===== config.mk =====
export PLATFORM = sky130hd
export DESIGN_NAME = dchan_tx_gate
export DESIGN_NICKNAME = d
export VERILOG_FILES = /design/src/rtl/dchan_tx_gate.sv
export SDC_FILE = /design/constraint.sdc
export NUM_CORES = 1
export LEC_CHECK = 0
export CAP_MARGIN = 20
export CORE_MARGIN = 2
export CORE_UTILIZATION = 39
export DETAILED_ROUTE_END_ITERATION = 10
export PLACE_DENSITY_LB_ADDON = 0.2
export SETUP_SLACK_MARGIN = 0.1
export SLEW_MARGIN = 20
export SYNTH_ARGS = -nofsm -noshare
export SYNTH_HDL_FRONTEND = slang
export SYNTH_SLANG_ARGS = --single-unit

===== constraint.sdc =====
create_clock -name clk -period 2.4 [get_ports clk]
set_clock_uncertainty 0.1 [all_clocks]
set_input_delay 0.36 -clock clk [delete_from_list [all_inputs] [get_ports clk]]
set_output_delay 0.36 -clock clk [all_outputs]
set_load 0.05 [all_outputs]

===== src/rtl/dchan_tx_gate.sv =====
module dchan_tx_gate #(
  parameter int LEN_W     = 6,
  parameter int BUF_BYTES = 4,
  parameter int RETRY_W   = 4,
  parameter int CI_W      = 6,
  parameter int FREE_BIT  = 4
) (
  input  logic               clk,
  input  logic               rst_n,
  input  logic [CI_W-1:0]    ci_code,
  input  logic               grant,
  input  logic               use_grant,
  input  logic               start,
  input  logic [LEN_W-1:0]   frame_len,
  input  logic               slot,
  input  logic [7:0]         rd_data,
  output logic [LEN_W-1:0]   rd_ptr,
  output logic               tx_en,
  output logic [7:0]         tx_byte,
  output logic               busy,
  output logic               done,
  output logic               err,
  output logic [RETRY_W-1:0] retries
);

  localparam logic [LEN_W:0]     RETRY_SPAN = (LEN_W+1)'(2 * BUF_BYTES);
  localparam logic [RETRY_W-1:0] RC_MAX     = '1;

  typedef enum logic [1:0] {IDLE, WAIT_FREE, SEND, ABORT} st_t;

  st_t              st;
  logic [LEN_W-1:0] len_q;
  logic             free, last, collide, early;

  assign free    = use_grant ? grant : ~ci_code[FREE_BIT];
  assign last    = (rd_ptr == len_q - 1'b1);
  assign early   = ({1'b0, rd_ptr} < RETRY_SPAN);
  assign collide = (st == SEND) && !free;
  assign tx_en   = (st == SEND) && free && slot;
  assign tx_byte = rd_data;
  assign busy    = (st != IDLE);

  always_ff @(posedge clk or negedge rst_n) begin
    if (!rst_n) begin
      st      <= IDLE;
      rd_ptr  <= '0;
      len_q   <= '0;
      retries <= '0;
      done    <= 1'b0;
      err     <= 1'b0;
    end else begin
      done <= 1'b0;
      err  <= 1'b0;
      case (st)
        IDLE:
          if (start && frame_len != '0) begin
            len_q  <= frame_len;
            rd_ptr <= '0;
            st     <= WAIT_FREE;
          end
        WAIT_FREE:
          if (free) st <= SEND;
        SEND:
          if (collide) begin
            rd_ptr <= '0;
            if (early) begin
              st <= ABORT;
              if (retries != RC_MAX) retries <= retries + 1'b1;
            end else begin
              err <= 1'b1;
              st  <= IDLE;
            end
          end else if (slot) begin
            if (last) begin
              done    <= 1'b1;
              retries <= '0;
              rd_ptr  <= '0;
              st      <= IDLE;
            end else begin
              rd_ptr <= rd_ptr + 1'b1;
            end
          end
        default:
          st <= WAIT_FREE;
      endcase
    end
  end

  AST_NO_TX_WHEN_BUSY: assert property (@(posedge clk) disable iff (!rst_n)
    tx_en |-> free);
  AST_PTR_STEP: assert property (@(posedge clk) disable iff (!rst_n)
    (tx_en && !last) |=> rd_ptr == LEN_W'($past(rd_ptr) + 1'b1));
  AST_PTR_HOLD: assert property (@(posedge clk) disable iff (!rst_n)
    (st == SEND && free && !slot) |=> $stable(rd_ptr));
  AST_ABORT_REWIND: assert property (@(posedge clk) disable iff (!rst_n)
    (st == ABORT) |-> rd_ptr == '0);
  AST_LATE_ERR: assert property (@(posedge clk) disable iff (!rst_n)
    (collide && !early) |=> err && !busy);
  AST_PULSE_EXCL: assert property (@(posedge clk) disable iff (!rst_n)
    !(done && err));
  AST_DONE_CLEARS: assert property (@(posedge clk) disable iff (!rst_n)
    done |-> (retries == '0 && !busy));
  AST_NO_WRAP: assert property (@(posedge clk) disable iff (!rst_n)
    (retries == RC_MAX) |=> (retries == RC_MAX || done));

endmodule


* Word level (Yosys, flattened, before mapping)
Cells that the tools add are included.
** Word-level totals
- Memory bits (read-only) :: 0
- Word-level logic and storage cells :: 61
- Register bits after elaboration :: 20
- Memory bits (writable) :: 0
- Output and inout port bits :: 22
- Bits in latches :: 0
- Memories kept :: 0
** Cells by class
- Multipliers :: 0
- Shifts and indexed selects :: 0
- Mux-type cells :: 25
- Add/sub/neg operators :: 3
- Bitwise operators :: 1
- Magnitude comparators :: 1
- Eq/ne operators :: 10
- Reductions and logical operators :: 15
- Div/mod/pow operators :: 0
** Operators by type and width (count)
- 6-bit two-way mux :: 4
- 4-bit two-way mux :: 5
- 2-bit two-way mux :: 6
- 6-bit case mux with 2 select lines :: 1
- 1-bit two-way mux :: 8
- 2-bit nonzero test :: 4
- 6-bit by 1-bit adder with 6-bit output (second input constant) :: 1
- 6-bit equality test :: 1
- 6-bit by 4-bit < comparator with 1-bit output (second input constant) :: 1
- 3-bit != test (second input constant) :: 2
- 2-bit case mux with 3 select lines :: 1
- 6-bit nonzero test :: 1
- 6-bit by 1-bit subtractor with 6-bit output (second input constant) :: 1
- 5-bit AND reduction :: 1
- 4-bit by 1-bit adder with 4-bit output (second input constant) :: 1
- 1-bit logical AND :: 4
- 2-bit by 1-bit != test with 1-bit output (second input constant) :: 2
- 2-bit != test (second input constant) :: 2
- 4-bit != test (second input constant) :: 1
- 4-bit AND reduction :: 1
- 3-bit AND reduction :: 1
- 2-bit by 1-bit equality test with 1-bit output (second input constant) :: 1
- 2-bit equality test (second input constant) :: 1
- 2-bit zero test :: 1
- 3 further kinds :: 3

* Longest topological paths before layout
- Depth after elaboration :: 6
- Depth in mapped cells :: 8

* Worst setup path before layout
Ideal clock, no wire load.
- Path kind :: flip-flop to flip-flop
- Start :: reg rd_ptr[5]
- End :: reg st[0]
- Clock period less this slack :: 2600 ps
- Setup time :: 125 ps
- Slack :: -200 ps
- Arrival :: 2375 ps
- Cell stages (with the launch flop) :: 7
- Path through :: dfrtp_1 > xnor2_1 > or4_4 > a2111oi_4 > a31oi_1 > a221o_1 > mux2_4
** Between the ends
- Longest elaborated chain between the ends :: 4
** RTL lines
- start, declared :: line 17 : output logic [LEN_W-1:0] rd_ptr,
- start signal, assigned :: line 80 : rd_ptr <= rd_ptr + 1'b1;
- 6-bit by 4-bit < comparator with 1-bit output :: line 37 : assign early = ({1'b0, rd_ptr} < RETRY_SPAN);
- 2-bit two-way mux :: line 66 : if (early) begin
- 2-bit two-way mux :: line 64 : if (collide) begin
- 2-bit case mux with 3 select lines :: line 54 : case (st)
- end signal, assigned :: line 59 : st <= WAIT_FREE;
- end signal, assigned :: line 67 : st <= ABORT;
- end signal, assigned :: line 71 : st <= IDLE;
- end, declared :: line 31 : st_t st;
Parallel ways exist; a longest one is shown, timed or not.
A chain may end at the register's enable or synchronous reset.

* Final worst setup path
- Start :: reg len_q[1]
- End :: reg st[0]
** Between the ends
- Longest elaborated chain between the ends :: 4
** RTL lines
- start, declared :: line 32 : logic [LEN_W-1:0] len_q;
- start signal, assigned :: line 57 : len_q <= frame_len;
- 6-bit by 1-bit subtractor with 6-bit output :: line 36 : assign last = (rd_ptr == len_q - 1'b1);
- 6-bit equality test :: line 36
- 3-bit != test (no line)
- 4-bit AND reduction (no line)
- end signal, assigned :: line 45 : st <= IDLE;
- end signal, assigned :: line 59
- end signal, assigned :: line 62 : if (free) st <= SEND;
No other way between the ends.

==> flow_metrics.tcl <==
set metrics [dict create \
    yosysWarningCount 0 \
    ant_nets 0 \
    drt_iter0_markers 27 \
    fin_cells 206 \
    synth-xor-area-share_pct 4.163 \
    netlist.area_leader.share_pct 39.64 \
    ys_types 36 \
    tightest_slew_ns 0.6446 \
    synth_seq_cells 20 \
    hold_class "in2async" \
    total_power_uw 1715 \
    synth_top_family_by_area "compound AO/OA/AOI/OAI gates" \
    yosysMostFrequentCell "dfrtp_1" \
    first_pass_iters 4 \
    place_congestion 0.7617 \
    clk_latency_ns 0.30 \
    via_count 1046 \
    cp.required_ns 2.50 \
    synth_edf_count 0 \
    p_seq_share_pct 29.3 \
    status "complete, but fails checks" \
    grt_first_pass_wirelength_um 4788 \
    slew_viol_final 0 \
    async_reset_ff_share_pct 100.0 \
    synth_area_leaders "dfrtp_1, mux2_2, ha_1" \
    setup_viol 9 \
    synth_ff_type "dfrtp_1" \
    rsz0062_at_grt "yes" \
    synth_top_area_cell "dfrtp_1" \
    synthMuxAreaShare_pct 9.812 \
    area_delta_synth_final_pct 37.66 \
    cts.sink_count 20 \
    grt_start_max_net_pins 12 \
    maxSlewHeadroom_pct 56.73 \
    violations "negative setup slack" \
    synth_compound_area_share_pct 18.04 \
    antenna_found_initial 0 \
    dieArea_um2 3708 \
    synth-simple-area-share_pct 15.56 \
    drc 0 \
    fin_crit_sh_pct 106.7 \
    nets 195 \
    syn_area_per_cell_um2 10.26 \
    intPower_uw 1008 \
    synth_nets 155 \
    power_frac_comb_pct 59.1 \
    arrival_ns 2.66 \
    std_cell_rows 20 \
    p_leak_uw 0.0007859 \
    drive_above_1_share_pct 28.40 \
    numCtsBuffers 3 \
    viasPerCell 5.078 \
    grt_pass1_vias 1064 \
    startpoint_type "flip-flop" \
    netlist_area_um2 1262 \
    wirelength_um 2837 \
    hpwlAfterDp_um 2300 \
    antenna_cells 0 \
    fin_crit_ns 2.560 \
    synth_cells 123 \
    finalHoldViolations 0 \
    setup_ws_ns -0.1603 \
    ios 48 \
    wl_per_cell_um 13.77 \
    track_usage_pct 17.87 \
    max_freq_ghz 0.3906 \
    netSwitchingFraction_pct 41.25 \
    drv_cap 0 \
    powerDensity_nw_per_um2 987.0 \
    clockPowerShare_pct 11.6 \
    crit_type "reg2reg" \
    worstPathMaxFanout 2 \
    start_util_pct 41.02 \
    ys_seq_area_share_pct 39.64 \
    die_w_um 60.90 \
    die-height_um 60.90 \
    cts_buffer_depth 2 \
    place_inst 202 \
    synthTopCellsByCount "dfrtp_1, nand2_1, buf_4" \
    core_area_um2 3078 \
    clock-root-buffer "clkbuf_4" \
    htree_levels 1 \
    synth_adder_area_share_pct 5.946 \
    end_kind "flip-flop" \
    ir_worst_vdd_uv 651.1 \
    clk_pin_slew_ns 0.12 \
    ctsHoldBuffers 0 \
    dp_slack_ns -0.1442 \
    overflow 0 \
    switchingPower_uw 707.6 \
    cts_tree "built" \
    port-buffer-count 26 \
]
[cells in the final DEF, fill, tap and decap left out, types with 3 or more instances in the layout]
| cell type | synthesis | routed |
|---|---|---|
| clkdlybuf4s50_1 | 0 | 24 |
| nand3_1 | 4 | 4 |
| a22o_1 | 4 | 4 |
| nor2b_1 | 4 | 4 |
| and3_1 | 4 | 3 |
| clkbuf_4 | 0 | 3 |
| dfrtp_1 | 20 | 19 |
| inv_1 | 7 | 7 |
| nor2_1 | 7 | 5 |
| mux2i_1 | 3 | 3 |
| nand2_1 | 10 | 9 |
| mux2_2 | 7 | 6 |
| ha_1 | 6 | 6 |
| xor2_1 | 4 | 4 |
| o21ai_0 | 7 | 5 |
| buf_4 | 8 | 17 |
[registers in the layout (all words and copies together) (netlist names)]
name,flops
rd_ptr,6
len_q,6
retries,4
err,1
st,2
done,1
[power groups by stage]
stage	logic [uW]	clock network [uW]	registers [uW]
floorplan	605	0	586
global placement	951	0	504
detailed placement	981	0	510
CTS	1010	206	503
global route	1100	229	519
finish	1010	199	502
[stage by stage]
step | hold slack, ns | util [%] | TNS [ns] | instance area (um2)
final | 0.2703 | 56.46 | -0.5200 | 1738
after CTS | 0.2773 | 55.89 | -0.5042 | 1720
after global placement | 0.4187 | 53.70 | -0.6361 | 1653
after global routing | 0.2796 | 56.46 | -1.418 | 1738
after detailed placement | 0.4295 | 53.70 | -0.7199 | 1653
after floorplan | -0.03559 | - | -0.1403 | 1272
[final timing paths]
path                                 end  startpoint  depth (start not counted)  slack, ns
max in group asynchronous       len_q[3]       rst_n                          2       1.40
worst max-delay path               st[0]    len_q[1]                          6      -0.16
worst max register to register     st[0]    len_q[1]                          6      -0.16
min in group clk                len_q[5]    len_q[5]                          1       0.45
worst min register to register  len_q[5]    len_q[5]                          1       0.45
worst min-delay path                 err       rst_n                          1       0.27
[final cells by class]
type | instances | area [um2]
Fill cell | 284 | 1340
Multi-Input combinational cell | 88 | 730.7
Sequential cell | 20 | 501.7
Timing Repair Buffer | 43 | 387.9
Tap cell | 44 | 55.05
Clock buffer | 4 | 36.28
Inverter | 7 | 26.28
[logic make-up after synthesis]
| family | after synthesis |
|---|---|
| and+or+nand+nor | 37 |
| AOI/OAI and AO/OA | 28 |
| DFF | 20 |
| buffers and inverters | 15 |
| muxes | 11 |
| xor gates and xnor gates | 6 |
| adders and majority gates | 6 |
[critical path, stage by stage, from the launching register on]
cell	delay (ns)
dfrtp_1	0.39
or3_4	0.39
or4_4	0.50
a2111oi_4	0.32
a31oi_1	0.14
a221o_1	0.32
mux2_4	0.30
[layer usage]
metal / wire length [um] / vias to the layer above / track usage, %
li1: - / 520 / -
met1: 1233 / 502 / 22.28
met2: 1460 / 22 / 30.72
met3: 120 / 2 / 4.478
met4: 23 / 0 / 4.969
met5: 0 / - / 0
[timing repair]
action                                  in CTS  in global routing
pin swaps                                    2                  3
resized for setup                            9                  5
hold endpoints to repair                     0                  0
endpoints found under the setup margin      13                 12
buffers inserted                             1                  1
(Power assumes the default switching activity.)
